### src/rtl/dac_trig_pkg.sv
package dac_trig_pkg;

  localparam int unsigned BUS_ADDR_W = 2;

  typedef enum logic [BUS_ADDR_W-1:0] {
    REG_CTRL   = 2'd0,
    REG_DATA   = 2'd1,
    REG_SWTRIG = 2'd2,
    REG_SPARE  = 2'd3
  } reg_addr_e;

  // Position of the enable bit in the control word; select follows it.
  localparam int unsigned CTRL_EN_BIT  = 0;
  localparam int unsigned CTRL_SEL_LSB = 1;

endpackage

### src/rtl/dac_trig_regs.sv
module dac_trig_regs
  import dac_trig_pkg::*;
#(
  parameter int unsigned DATA_W     = 12,
  parameter int unsigned SEL_W      = 3,
  parameter int unsigned BUS_DATA_W = 16
) (
  input  logic                  clk,
  input  logic                  rst_n,
  input  logic                  wr_fire,
  input  logic [BUS_ADDR_W-1:0] wr_addr,
  input  logic [BUS_DATA_W-1:0] wr_data,
  input  logic                  sw_clr,
  output logic                  ctrl_en,
  output logic [SEL_W-1:0]      ctrl_sel,
  output logic [DATA_W-1:0]     hold_q,
  output logic                  sw_q,
  output logic                  sw_set
);

  logic wr_ctrl;
  logic wr_data_reg;
  logic wr_sw;
  logic unused_wdata_bits;

  always_comb begin
    wr_ctrl     = wr_fire && (reg_addr_e'(wr_addr) == REG_CTRL);
    wr_data_reg = wr_fire && (reg_addr_e'(wr_addr) == REG_DATA);
    wr_sw       = wr_fire && (reg_addr_e'(wr_addr) == REG_SWTRIG);
    sw_set      = wr_sw && wr_data[0];
  end

  // Bits of the write word that no register field uses.
  assign unused_wdata_bits = ^wr_data[BUS_DATA_W-1:SEL_W+CTRL_SEL_LSB] ^
                             ^wr_data[BUS_DATA_W-1:DATA_W];

  always_ff @(posedge clk or negedge rst_n) begin
    if (!rst_n) begin
      ctrl_en  <= 1'b0;
      ctrl_sel <= '0;
    end else if (wr_ctrl) begin
      ctrl_en  <= wr_data[CTRL_EN_BIT];
      ctrl_sel <= wr_data[CTRL_SEL_LSB +: SEL_W];
    end
  end

  always_ff @(posedge clk or negedge rst_n) begin
    if (!rst_n) begin
      hold_q <= '0;
    end else if (wr_data_reg) begin
      hold_q <= wr_data[DATA_W-1:0];
    end
  end

  // A set request wins over the hardware clear in the same cycle.
  always_ff @(posedge clk or negedge rst_n) begin
    if (!rst_n) begin
      sw_q <= 1'b0;
    end else if (sw_set) begin
      sw_q <= 1'b1;
    end else if (sw_clr) begin
      sw_q <= 1'b0;
    end
  end

endmodule

### src/rtl/dac_trig_edge.sv
module dac_trig_edge #(
  parameter int unsigned N_SRC  = 7,
  parameter int unsigned SYNC_N = 2
) (
  input  logic             clk,
  input  logic             rst_n,
  input  logic [N_SRC-1:0] trig_async,
  output logic [N_SRC-1:0] trig_rise
);

  genvar g;
  generate
    for (g = 0; g < N_SRC; g++) begin : g_src
      logic [SYNC_N-1:0] sync_q;
      logic              prev_q;

      always_ff @(posedge clk or negedge rst_n) begin
        if (!rst_n) begin
          sync_q <= '0;
          prev_q <= 1'b0;
        end else begin
          sync_q <= {sync_q[SYNC_N-2:0], trig_async[g]};
          prev_q <= sync_q[SYNC_N-1];
        end
      end

      assign trig_rise[g] = sync_q[SYNC_N-1] && !prev_q;
    end
  endgenerate

endmodule

### src/rtl/dac_trig_xfer.sv
module dac_trig_xfer #(
  parameter int unsigned DATA_W = 12,
  parameter int unsigned N_HW   = 7,
  parameter int unsigned SEL_W  = 3,
  parameter int unsigned LAT    = 3,
  parameter int unsigned CNT_W  = 2
) (
  input  logic              clk,
  input  logic              rst_n,
  input  logic              en,
  input  logic [SEL_W-1:0]  sel,
  input  logic [N_HW-1:0]   hw_rise,
  input  logic              sw_bit,
  input  logic [DATA_W-1:0] hold,
  output logic [DATA_W-1:0] dor_q,
  output logic              pending_q,
  output logic [CNT_W-1:0]  cnt_q,
  output logic              from_sw_q,
  output logic              sw_done
);

  localparam logic [SEL_W-1:0] SEL_SW   = SEL_W'(N_HW);
  localparam logic [CNT_W-1:0] CNT_INIT = CNT_W'(LAT - 1);

  logic hw_hit;
  logic sw_hit;
  logic start;
  logic load;

  always_comb begin
    hw_hit = 1'b0;
    for (int i = 0; i < N_HW; i++) begin
      if (sel == SEL_W'(i)) hw_hit = hw_rise[i];
    end
    sw_hit  = (sel == SEL_SW) && sw_bit;
    start   = en && !pending_q && (hw_hit || sw_hit);
    load    = en && pending_q && (cnt_q == '0);
    sw_done = load && from_sw_q;
  end

  always_ff @(posedge clk or negedge rst_n) begin
    if (!rst_n) begin
      pending_q <= 1'b0;
      cnt_q     <= '0;
      from_sw_q <= 1'b0;
    end else if (!en) begin
      pending_q <= 1'b0;
      cnt_q     <= '0;
      from_sw_q <= 1'b0;
    end else if (start) begin
      pending_q <= 1'b1;
      cnt_q     <= CNT_INIT;
      from_sw_q <= sw_hit;
    end else if (load) begin
      pending_q <= 1'b0;
      from_sw_q <= 1'b0;
    end else if (pending_q) begin
      cnt_q <= cnt_q - CNT_W'(1);
    end
  end

  always_ff @(posedge clk or negedge rst_n) begin
    if (!rst_n) begin
      dor_q <= '0;
    end else if (!en || load) begin
      dor_q <= hold;
    end
  end

endmodule

### src/rtl/dac_trig_ctrl.sv
module dac_trig_ctrl
  import dac_trig_pkg::*;
#(
  parameter int unsigned DATA_W     = 12,
  parameter int unsigned N_HW       = 7,
  parameter int unsigned LAT        = 3,
  parameter int unsigned BUS_DATA_W = 16
) (
  input  logic                  clk,
  input  logic                  rst_n,
  input  logic                  bus_valid,
  output logic                  bus_ready,
  input  logic [BUS_ADDR_W-1:0] bus_addr,
  input  logic [BUS_DATA_W-1:0] bus_wdata,
  input  logic [N_HW-1:0]       hw_trig_i,
  output logic [DATA_W-1:0]     dac_code,
  output logic                  sw_trig_o
);

  localparam int unsigned SEL_W = $clog2(N_HW + 1);
  localparam int unsigned CNT_W = $clog2(LAT + 1);

  logic              ctrl_en;
  logic [SEL_W-1:0]  ctrl_sel;
  logic [DATA_W-1:0] hold_q;
  logic              sw_q;
  logic              sw_set_req;
  logic              sw_done;
  logic [N_HW-1:0]   hw_rise;
  logic              xfer_pending;
  logic [CNT_W-1:0]  xfer_cnt;
  logic              xfer_from_sw;

  assign bus_ready = 1'b1;

  dac_trig_regs #(
    .DATA_W     (DATA_W),
    .SEL_W      (SEL_W),
    .BUS_DATA_W (BUS_DATA_W)
  ) regs_i (
    .clk      (clk),
    .rst_n    (rst_n),
    .wr_fire  (bus_valid && bus_ready),
    .wr_addr  (bus_addr),
    .wr_data  (bus_wdata),
    .sw_clr   (sw_done),
    .ctrl_en  (ctrl_en),
    .ctrl_sel (ctrl_sel),
    .hold_q   (hold_q),
    .sw_q     (sw_q),
    .sw_set   (sw_set_req)
  );

  dac_trig_edge #(
    .N_SRC  (N_HW),
    .SYNC_N (2)
  ) edge_i (
    .clk        (clk),
    .rst_n      (rst_n),
    .trig_async (hw_trig_i),
    .trig_rise  (hw_rise)
  );

  dac_trig_xfer #(
    .DATA_W (DATA_W),
    .N_HW   (N_HW),
    .SEL_W  (SEL_W),
    .LAT    (LAT),
    .CNT_W  (CNT_W)
  ) xfer_i (
    .clk       (clk),
    .rst_n     (rst_n),
    .en        (ctrl_en),
    .sel       (ctrl_sel),
    .hw_rise   (hw_rise),
    .sw_bit    (sw_q),
    .hold      (hold_q),
    .dor_q     (dac_code),
    .pending_q (xfer_pending),
    .cnt_q     (xfer_cnt),
    .from_sw_q (xfer_from_sw),
    .sw_done   (sw_done)
  );

  assign sw_trig_o = sw_q;

endmodule

### config.mk
export PLATFORM = sky130hd
export DESIGN_NAME = dac_trig_ctrl
export DESIGN_NICKNAME = d
export VERILOG_FILES = /design/src/rtl/dac_trig_pkg.sv /design/src/rtl/dac_trig_regs.sv /design/src/rtl/dac_trig_edge.sv /design/src/rtl/dac_trig_xfer.sv /design/src/rtl/dac_trig_ctrl.sv
export SDC_FILE = /design/constraint.sdc
export NUM_CORES = 1
export LEC_CHECK = 0
export CORE_MARGIN = 2
export CORE_UTILIZATION = 38
export CTS_BUF_LIST = sky130_fd_sc_hd__clkbuf_8
export CTS_CLUSTER_DIAMETER = 200
export DETAILED_ROUTE_END_ITERATION = 12
export HOLD_SLACK_MARGIN = 0.12
export PLACE_DENSITY = 0.74
export SETUP_SLACK_MARGIN = 0.05
export SYNTH_ARGS = -nofsm -noshare
export SYNTH_HDL_FRONTEND = slang
export SYNTH_SLANG_ARGS = --single-unit
### constraint.sdc
create_clock -name clk -period 3.5 [get_ports clk]
set_input_delay 0.35 -clock clk [delete_from_list [all_inputs] [get_ports clk]]
set_output_delay 0.35 -clock clk [all_outputs]
set_load 0.05 [all_outputs]
* After elaboration in Yosys (flattened, before gate mapping)
Index checks and enable logic that the tools add are counted.
** Operators by class
- Reductions and logical operators :: 33
- Eq/ne operators :: 12
- Multiplexer cells :: 18
- Add/sub/neg operators :: 1
** Operators by type and width (number)
- logical AND 1 bit :: 17
- two-way mux 1 bit :: 14
- equality test 3 bit (second input constant) :: 4
- zero test 1 bit :: 9
- two-way mux 2 bit :: 4
- equality test 3 x 2 -> 1 bit (second input constant) :: 2
- != test 3 x 1 -> 1 bit (second input constant) :: 2
- zero test 2 bit :: 2
- equality test 3 x 1 -> 1 bit (second input constant) :: 1
- zero test 3 bit :: 1
- != test 3 x 2 -> 1 bit (second input constant) :: 1
- equality test 2 x 1 -> 1 bit (second input constant) :: 1
- equality test 2 bit (second input constant) :: 1
- logical OR 1 bit :: 2
- AND reduction 2 bit :: 1
- nonzero test 2 bit :: 1
- subtractor 2 x 1 -> 2 bit (second input constant) :: 1
** Word-level totals
- Word-level logic and storage cells :: 86
- Bits in registers :: 54
- Input bits :: 28

* Longest topological paths before layout
Gate-level depths: netlist of the first run.
- Depth after elaboration :: 13
- Depth in mapped cells :: 6
- Gate-level depth less buffers :: 6

* By module
Synthesis of the first run repeated with hierarchy kept, for this count alone.
** Unflattened totals
- Cell total of the unflattened synthesis :: 130
- Area total of the unflattened synthesis :: 2104.5 um^2
** By module, submodules not included
- dac_trig_xfer :: cells each 61, times used 1, seq. area each 400.4 um^2, area an instance 757.0 um^2
- dac_trig_regs :: cells each 39, times used 1, seq. area each 425.4 um^2, area an instance 714.4 um^2
- dac_trig_edge :: cells each 28, times used 1, seq. area each 525.5 um^2, area an instance 621.8 um^2
- dac_trig_ctrl :: cells each 2, times used 1, seq. area each 0.0 um^2, area an instance 11.3 um^2

* Worst setup path after synthesis of the first run
OpenSTA, ideal clock, no wires.
- Kind :: register to register
- Start :: reg xfer_i.cnt_q[0]
- End :: reg xfer_i.dor_q[10]
- Setup slack :: 1.961 ns
- Buffers on the path :: 1
- Arrival time :: 1.414 ns
- Clock period less this slack :: 1.539 ns
- Setup time :: 0.125 ns
- Cell stages (with the launch flop) :: 7
- Path through :: dfrtp_1 inv_1 ha_1 nand2_1 and2_1 buf_2 mux2_2
** On the way
- Longest elaborated chain between the ends :: 3
** RTL lines
- from (decl) :: RTL line dac_trig_xfer.sv:17 : output logic [CNT_W-1:0] cnt_q,
- from (signal assigned) :: RTL line dac_trig_xfer.sv:58 : cnt_q <= cnt_q - CNT_W'(1);
- zero test 2 bit :: RTL line dac_trig_xfer.sv:37 : load = en && pending_q && (cnt_q == '0);
- logical AND 1 bit :: RTL line dac_trig_xfer.sv:37
- logical OR 1 bit :: RTL line dac_trig_xfer.sv:65 : end else if (!en || load) begin
- to (signal assigned) :: RTL line dac_trig_xfer.sv:66 : dor_q <= hold;
- to (decl) :: RTL line dac_trig_xfer.sv:15 : output logic [DATA_W-1:0] dor_q,
No other way between the ends.
A chain may end at the register's enable or synchronous reset.

* Final worst setup path of the first run
Same ends and word-level chain as after synthesis.

==> results.py, run 1 <==
metrics = {
    "timing": {
        "slew_headroom_pct": 25.4,
        "fin_crit_sh_pct": 54.0,
        "final.setup.tns_ns": 0,
        "grt_setup_unrepaired": "false",
        "skew_ns": 0.00932,
        "worstMarginPinSlew_ns": 1.12,
        "hold_violations": 0,
        "period_minus_slack_ns": 1.89,
        "max_freq_mhz": 529,
        "setup_viol": 0,
        "setup_ws_ns": 1.61,
        "drv_slew": 0,
    },
    "detailed_routing": {
        "drc": 0,
        "ant_nets": 0,
        "vias": 1130,
        "wirelength_um": 3260,
        "drt_iter0_drc": 79,
        "wl_per_cell_um": 13.9,
        "dr.pass1.iters": 4,
        "vias_per_cell": 4.83,
    },
    "global_routing": {
        "track_usage_pct": 12.5,
        "gr-total-overflow": 0,
        "antenna_found_initial": 0,
        "grt_start_max_net_pins": 55,
        "grt_pass1_vias": 1154,
        "grt_pass1_wl_um": 5260,
    },
    "logic_synthesis": {
        "syn_area_mm2": 0.00194,
        "syn_area_per_cell_um2": 15.7,
        "ys_async_sr_fraction_pct": 100,
        "netlist_top_cells_count": "dfrtp_1 (54), mux2_2 (26), nand2_1 (6), nor3b_1 (4), inv_1 (3)",
        "seq_area_frac_synth_pct": 69.5,
        "synth_top_area_cell": "dfrtp_1",
        "synth_edf_count": 0,
        "synth.area.top_cells": "dfrtp_1 (69%), mux2_2 (15%), nor3b_1 (1.5%), mux2_1 (1.2%), nand2_1 (1.2%)",
        "synth_top_area_share_pct": 69.5,
        "yosys_warnings": 0,
        "synth.most_common_cell": "dfrtp_1",
        "ys_seq_elements": 54,
        "synth_cells": 124,
        "yosys.cell_types.count": 31,
        "synth.net_count": 153,
        "ys.flop_type": "dfrtp_1",
    },
    "cts": {
        "cts_sinks": 54,
        "postCtsSetupRepairBufs": 0,
        "h-tree-depth": 2,
        "clock_latency_ns": 0.29,
        "postCtsHoldBufs": 0,
        "cts_resized": 0,
        "cts_root_buf": "clkbuf_8",
        "clk_pin_slew_ns": 0.09,
        "cts_buffers": 5,
        "clockBufferDepth": 2,
        "cts_tree": "done",
    },
    "power_and_ir_drop": {
        "p_leak_nw": 1.02,
        "vdd_drop_max_v": 0.000362,
        "p_sw_w": 0.000652,
        "comb_power_share_pct": 36.2,
        "seq_power_share_pct": 46.8,
        "power_frac_clock_pct": 17.0,
        "swShare_pct": 36.2,
        "p_per_area_mw_per_mm2": 737,
        "p_int_w": 0.00115,
        "finalPower_w": 0.00180,
    },
    "worst_setup_path": {
        "crit_fanout": 12,
        "cp-end-kind": "register",
        "worstSetupStartpointType": "register",
        "cp.arrival_ns": 2.07,
        "critPathKind": "reg -> reg",
        "critPathRequiredTime_ns": 3.68,
    },
    "floorplan": {
        "die_x_um": 75.5,
        "dieArea_mm2": 0.00570,
        "num_io_pins": 42,
        "start_util_pct": 38.8,
        "core-area_mm2": 0.00501,
        "chipHeight_um": 75.5,
        "rows": 26,
    },
    "placed_design": {
        "place_ws_ns": 1.53,
        "dp_hpwl_um": 2380,
        "dpl_cell_area_mm2": 0.00237,
        "port_buffers": 36,
        "gp_congestion": 0.705,
    },
    "cells_and_area": {
        "area_growth_pct": 25.9,
        "utilization_pct": 48.9,
        "fillers": 441,
        "finish.instance_area_mm2": 0.00245,
        "antennaDiodeCount": 0,
        "drive_above_1_share_pct": 22.0,
        "nets": 193,
    },
    "hold_path": {
        "hp-class": "in -> async",
    },
    "status": {
        "status": "finished clean",
    },
    "flow_run": {
        "maxCapViolCount": 0,
    },
}
through the flow:
step,hold slack (ns),std cells
after floorplan,0.0544,124
after global placement,0.332,227
after detailed placement,0.337,227
after CTS,0.309,234
after global routing,0.364,234
final,0.271,234
sequential cells by signal, indices dropped and copies added (netlist names):
signal,flops
regs_i.hold_q,12
regs_i.ctrl_sel,3
xfer_i.cnt_q,2
xfer_i.pending_q,1
regs_i.ctrl_en,1
regs_i.sw_q,1
xfer_i.dor_q,12
edge_i.g_src.sync_q,14
edge_i.g_src.prev_q,7
xfer_i.from_sw_q,1
metal layers:
metal	share of wire [%]	track usage [%]	wire length, um	up-vias
met1	42	15.6	1380	581
met3	3.2	3.31	104	6
met4	1.8	5.26	60	0
met2	53	20.6	1720	23
met5	0	0	0	-
li1	-	-	-	520
worst paths after layout:
kind | cells past startpoint | from | end | slack [ns]
setup / recovery | 5 | xfer_i.cnt_q[0] | xfer_i.dor_q[10] | 1.61
hold / removal | 1 | rst_n | xfer_i.dor_q[7] | 0.27
setup reg to reg | 5 | xfer_i.cnt_q[0] | xfer_i.dor_q[10] | 1.61
hold reg to reg | 0 | edge_i.g_src[4].sync_q[0] | edge_i.g_src[4].sync_q[1] | 0.35
max in group asynchronous | 1 | rst_n | edge_i.g_src[4].sync_q[0] | 2.54
min in group clk | 0 | edge_i.g_src[4].sync_q[0] | edge_i.g_src[4].sync_q[1] | 0.35
area by class of cell:
| cell class | count | area (um^2) | share of cell area [%] |
|---|---|---|---|
| inverters | 3 | 11.3 | 0.460 |
| clock inverters | 2 | 10.0 | 0.409 |
| multi-input cells | 64 | 564 | 23.0 |
| clock buffers | 5 | 68.8 | 2.81 |
| well taps | 70 | 87.6 | 3.58 |
| repair buffers | 36 | 355 | 14.5 |
| flip-flops and latches | 54 | 1350 | 55.2 |
power by group through the flow:
stage	logic [W]	clock network, W	registers (W)
2_1_floorplan	0.000196	0	0.00108
3_3_place_gp	0.000638	0	0.000842
3_5_place_dp	0.000656	0	0.000856
4_1_cts	0.000658	0.000322	0.000844
5_1_grt	0.000686	0.000348	0.000861
6_report	0.000653	0.000307	0.000844
worst max-delay path, cell delays in order (launching register included):
cell and delay [ns]:
dfrtp_1 0.39, inv_1 0.06, ha_1 0.24, nand2_1 0.14, and2_1 0.54, mux2_2 0.40
logic make-up (layout without fill, tap and decap cells):
kind of cell,after synthesis,in the layout,share of synthesized area (%)
AO/OA/AOI/OAI,10,10,4.05
buffers and inverters,6,46,1.48
flip-flops,54,54,69.5
other,1,1,0.193
multiplexers,28,28,16.2
AND/OR/NAND/NOR,24,24,7.92
adder cells (fa/ha/maj),1,1,0.643
cell usage in the layout, fill, tap and decap left out, types with 2 or more instances in the layout:
cell and n:
nor3b_1 4, dfrtp_1 54, nor4b_1 2, and3b_1 2, mux2_2 26, mux2_1 2
clkinv_2 2, nand2_1 6, clkdlybuf4s50_1 35, inv_1 3, clkbuf_8 5, o21ai_0 2
Note: power is estimated with default switching activity, not from simulation.
==> run 2: changes to the inputs <==
- PLACE_DENSITY: 0.74 -> 0.76
- clock period: 3.5 -> 1.55 ns (I/O delays scaled with it)
==> results.py, run 2 (synthesis results as in run 1) <==
metrics = {
    "status": {
        "status": "finished clean",
    },
    "placed_design": {
        "dp_hpwl_um": 2530,
        "place_inst": 235,
        "gp_congestion": 0.841,
        "port_buffers": 36,
        "dpl_cell_area_mm2": 0.00242,
    },
    "power_and_ir_drop": {
        "p_leak_nw": 1.15,
        "vdd_drop_max_v": 0.00100,
        "finalPower_w": 0.00440,
        "p_per_area_mw_per_mm2": 1650,
    },
    "detailed_routing": {
        "drt_iter0_drc": 77,
        "wl_per_cell_um": 14.0,
        "vias": 1185,
        "wirelength_um": 3510,
        "ant_nets": 0,
        "dr.pass1.iters": 4,
        "vias_per_cell": 4.72,
        "drc": 0,
    },
    "timing": {
        "grt_setup_unrepaired": "true",
        "setup_viol": 0,
        "skew_ns": 0.0116,
        "worstMarginPinSlew_ns": 0.512,
        "drv_slew": 0,
        "hold_violations": 0,
        "slew_headroom_pct": 65.8,
        "period_minus_slack_ns": 1.49,
        "max_freq_mhz": 673,
        "fin_crit_sh_pct": 95.9,
    },
    "cells_and_area": {
        "regMostFlops": "edge_i.g_src.sync_q",
        "final_cells": 251,
        "antennaDiodeCount": 0,
        "area_growth_pct": 37.1,
        "final_common_cell": "dfrtp_1",
        "largest_reg_flops": 14,
        "drive_above_1_share_pct": 42.5,
        "finish.instance_area_mm2": 0.00267,
        "nets": 209,
        "final_cell_mix": "dfrtp_1 (52), mux2_2 (26), buf_4 (26)",
        "reg.largest.list": "edge_i.g_src.sync_q (14), regs_i.hold_q (12), xfer_i.dor_q (12)",
    },
    "cts": {
        "cts_sinks": 54,
        "clk_pin_slew_ns": 0.10,
        "cts_root_buf": "clkbuf_8",
        "clock_latency_ns": 0.31,
        "h-tree-depth": 2,
        "clockBufferDepth": 2,
        "cts_tree": "done",
        "cts_buffers": 5,
    },
    "worst_setup_path": {
        "regToRegSetupSlack_ns": 0.06,
        "critPathKind": "reg -> reg",
        "path_buf_inv": 0,
        "critPathRequiredTime_ns": 1.75,
        "cp_cell_sequence": "and3b_1, nor4b_4, nor4_2, o311a_1",
        "cp.arrival_ns": 1.69,
        "r2r_start": "regs_i.ctrl_sel[1]",
        "crit_family": "simple AND/OR/NAND/NOR gates",
        "cp-end-kind": "register",
        "reg2reg_to": "xfer_i.cnt_q[1]",
        "rr_worst_depth": 4,
        "worstSetupStartpointType": "register",
        "cp_slowest_stage_delay_ns": 0.47,
        "slowest_stage": "dfrtp_2",
        "crit_fanout": 6,
    },
    "floorplan": {
        "core-area_mm2": 0.00501,
        "die_x_um": 75.5,
        "num_io_pins": 42,
        "dieArea_mm2": 0.00570,
        "chipHeight_um": 75.5,
        "start_util_pct": 38.8,
        "rows": 26,
    },
    "global_routing": {
        "gr-total-overflow": 0,
        "antenna_found_initial": 0,
        "grt_pass1_vias": 1311,
        "track_usage_pct": 13.7,
        "grt_use_met1_pct": 15.3,
        "grt_start_max_net_pins": 33,
        "grt_pass1_wl_um": 5750,
        "busiest_layer": "met2",
        "met2_usage_pct": 24.8,
        "use_met3_pct": 3.97,
    },
    "hold_path": {
        "hp-class": "in -> reg",
        "holdPathEnd": "edge_i.g_src[1].sync_q[0]",
        "worstHoldStart": "hw_trig_i[1]",
        "holdPathStages": 1,
    },
    "flow_run": {
        "maxCapViolCount": 0,
    },
}
-- run 2: changes by cell type in the layout (fill, tap and decap cells not counted), sizes merged --
cell	previous run	this run
clkinvlp	0	1
dlygate4sd3	0	1
clkinv	2	1
clkdlybuf4s50	35	22
inv	3	4
buf	1	29
-- run 2: how the worst max path moves through the flow --
| stage | slack [ns] | cells after the start | startpoint | endpoint |
|---|---|---|---|---|
| 2_1_floorplan | 0.06 | 6 | xfer_i.cnt_q[0] | xfer_i.dor_q[10] |
| 3_3_place_gp | 0.006 | 4 | regs_i.ctrl_sel[0] | xfer_i.cnt_q[1] |
| 3_5_place_dp | -0.03 | 4 | regs_i.ctrl_sel[0] | xfer_i.cnt_q[1] |
| 4_1_cts | 0.02 | 4 | regs_i.ctrl_sel[1] | xfer_i.cnt_q[1] |
| 5_1_grt | -0.006 | 4 | regs_i.ctrl_sel[1] | xfer_i.cnt_q[1] |
| 6_report | 0.06 | 4 | regs_i.ctrl_sel[1] | xfer_i.cnt_q[1] |
-- run 2: timing repair --
action / in CTS / in global routing
hold buffers: 1 / 0
gates resized for setup: 8 / 8
buffers inserted: 1 / 6
pin swaps: 1 / 2
endpoints found under the setup margin: 15 / 16
hold endpoints to repair: 22 / 0
-- run 2: cell type report --
class                           count  area (um^2)
Sequential cell                    54         1350
Multi-Input combinational cell     64          648
Clock inverter                      3         25.0
Timing Repair Buffer               52          470
Clock buffer                        5         68.8
Tap cell                           70         87.6
Fill cell                         428         2340
Inverter                            3         11.3
-- run 2: layer usage --
metal,up-vias,wire length [um]
li1,550,-
met1,602,1450
met2,27,1880
met3,6,122
met4,0,54
met5,-,0
-- run 2: metrics by stage --
step | setup WS, ns | setup TNS [ns] | hold WS, ns | util, %
after global routing | -0.00624 | -0.00624 | 0.271 | 53.2
after CTS | 0.0221 | 0 | 0.266 | 51.5
after global placement | 0.00611 | 0 | 0.132 | 48.4
after floorplan | 0.0596 | 0 | -0.141 | -
after detailed placement | -0.0267 | -0.0267 | 0.151 | 48.4
final | 0.0635 | 0 | 0.273 | 53.2
-- run 2: report_power, final --
part | internal (W) | total (W) | switching [W] | leakage, nW
Sequential | 0.00170 | 0.00190 | 0.000199 | 0.636
Combinational | 0.000743 | 0.00170 | 0.000962 | 0.468
Clock | 0.000327 | 0.000797 | 0.000470 | 0.0447
Total | 0.00277 | 0.00440 | 0.00163 | 1.15
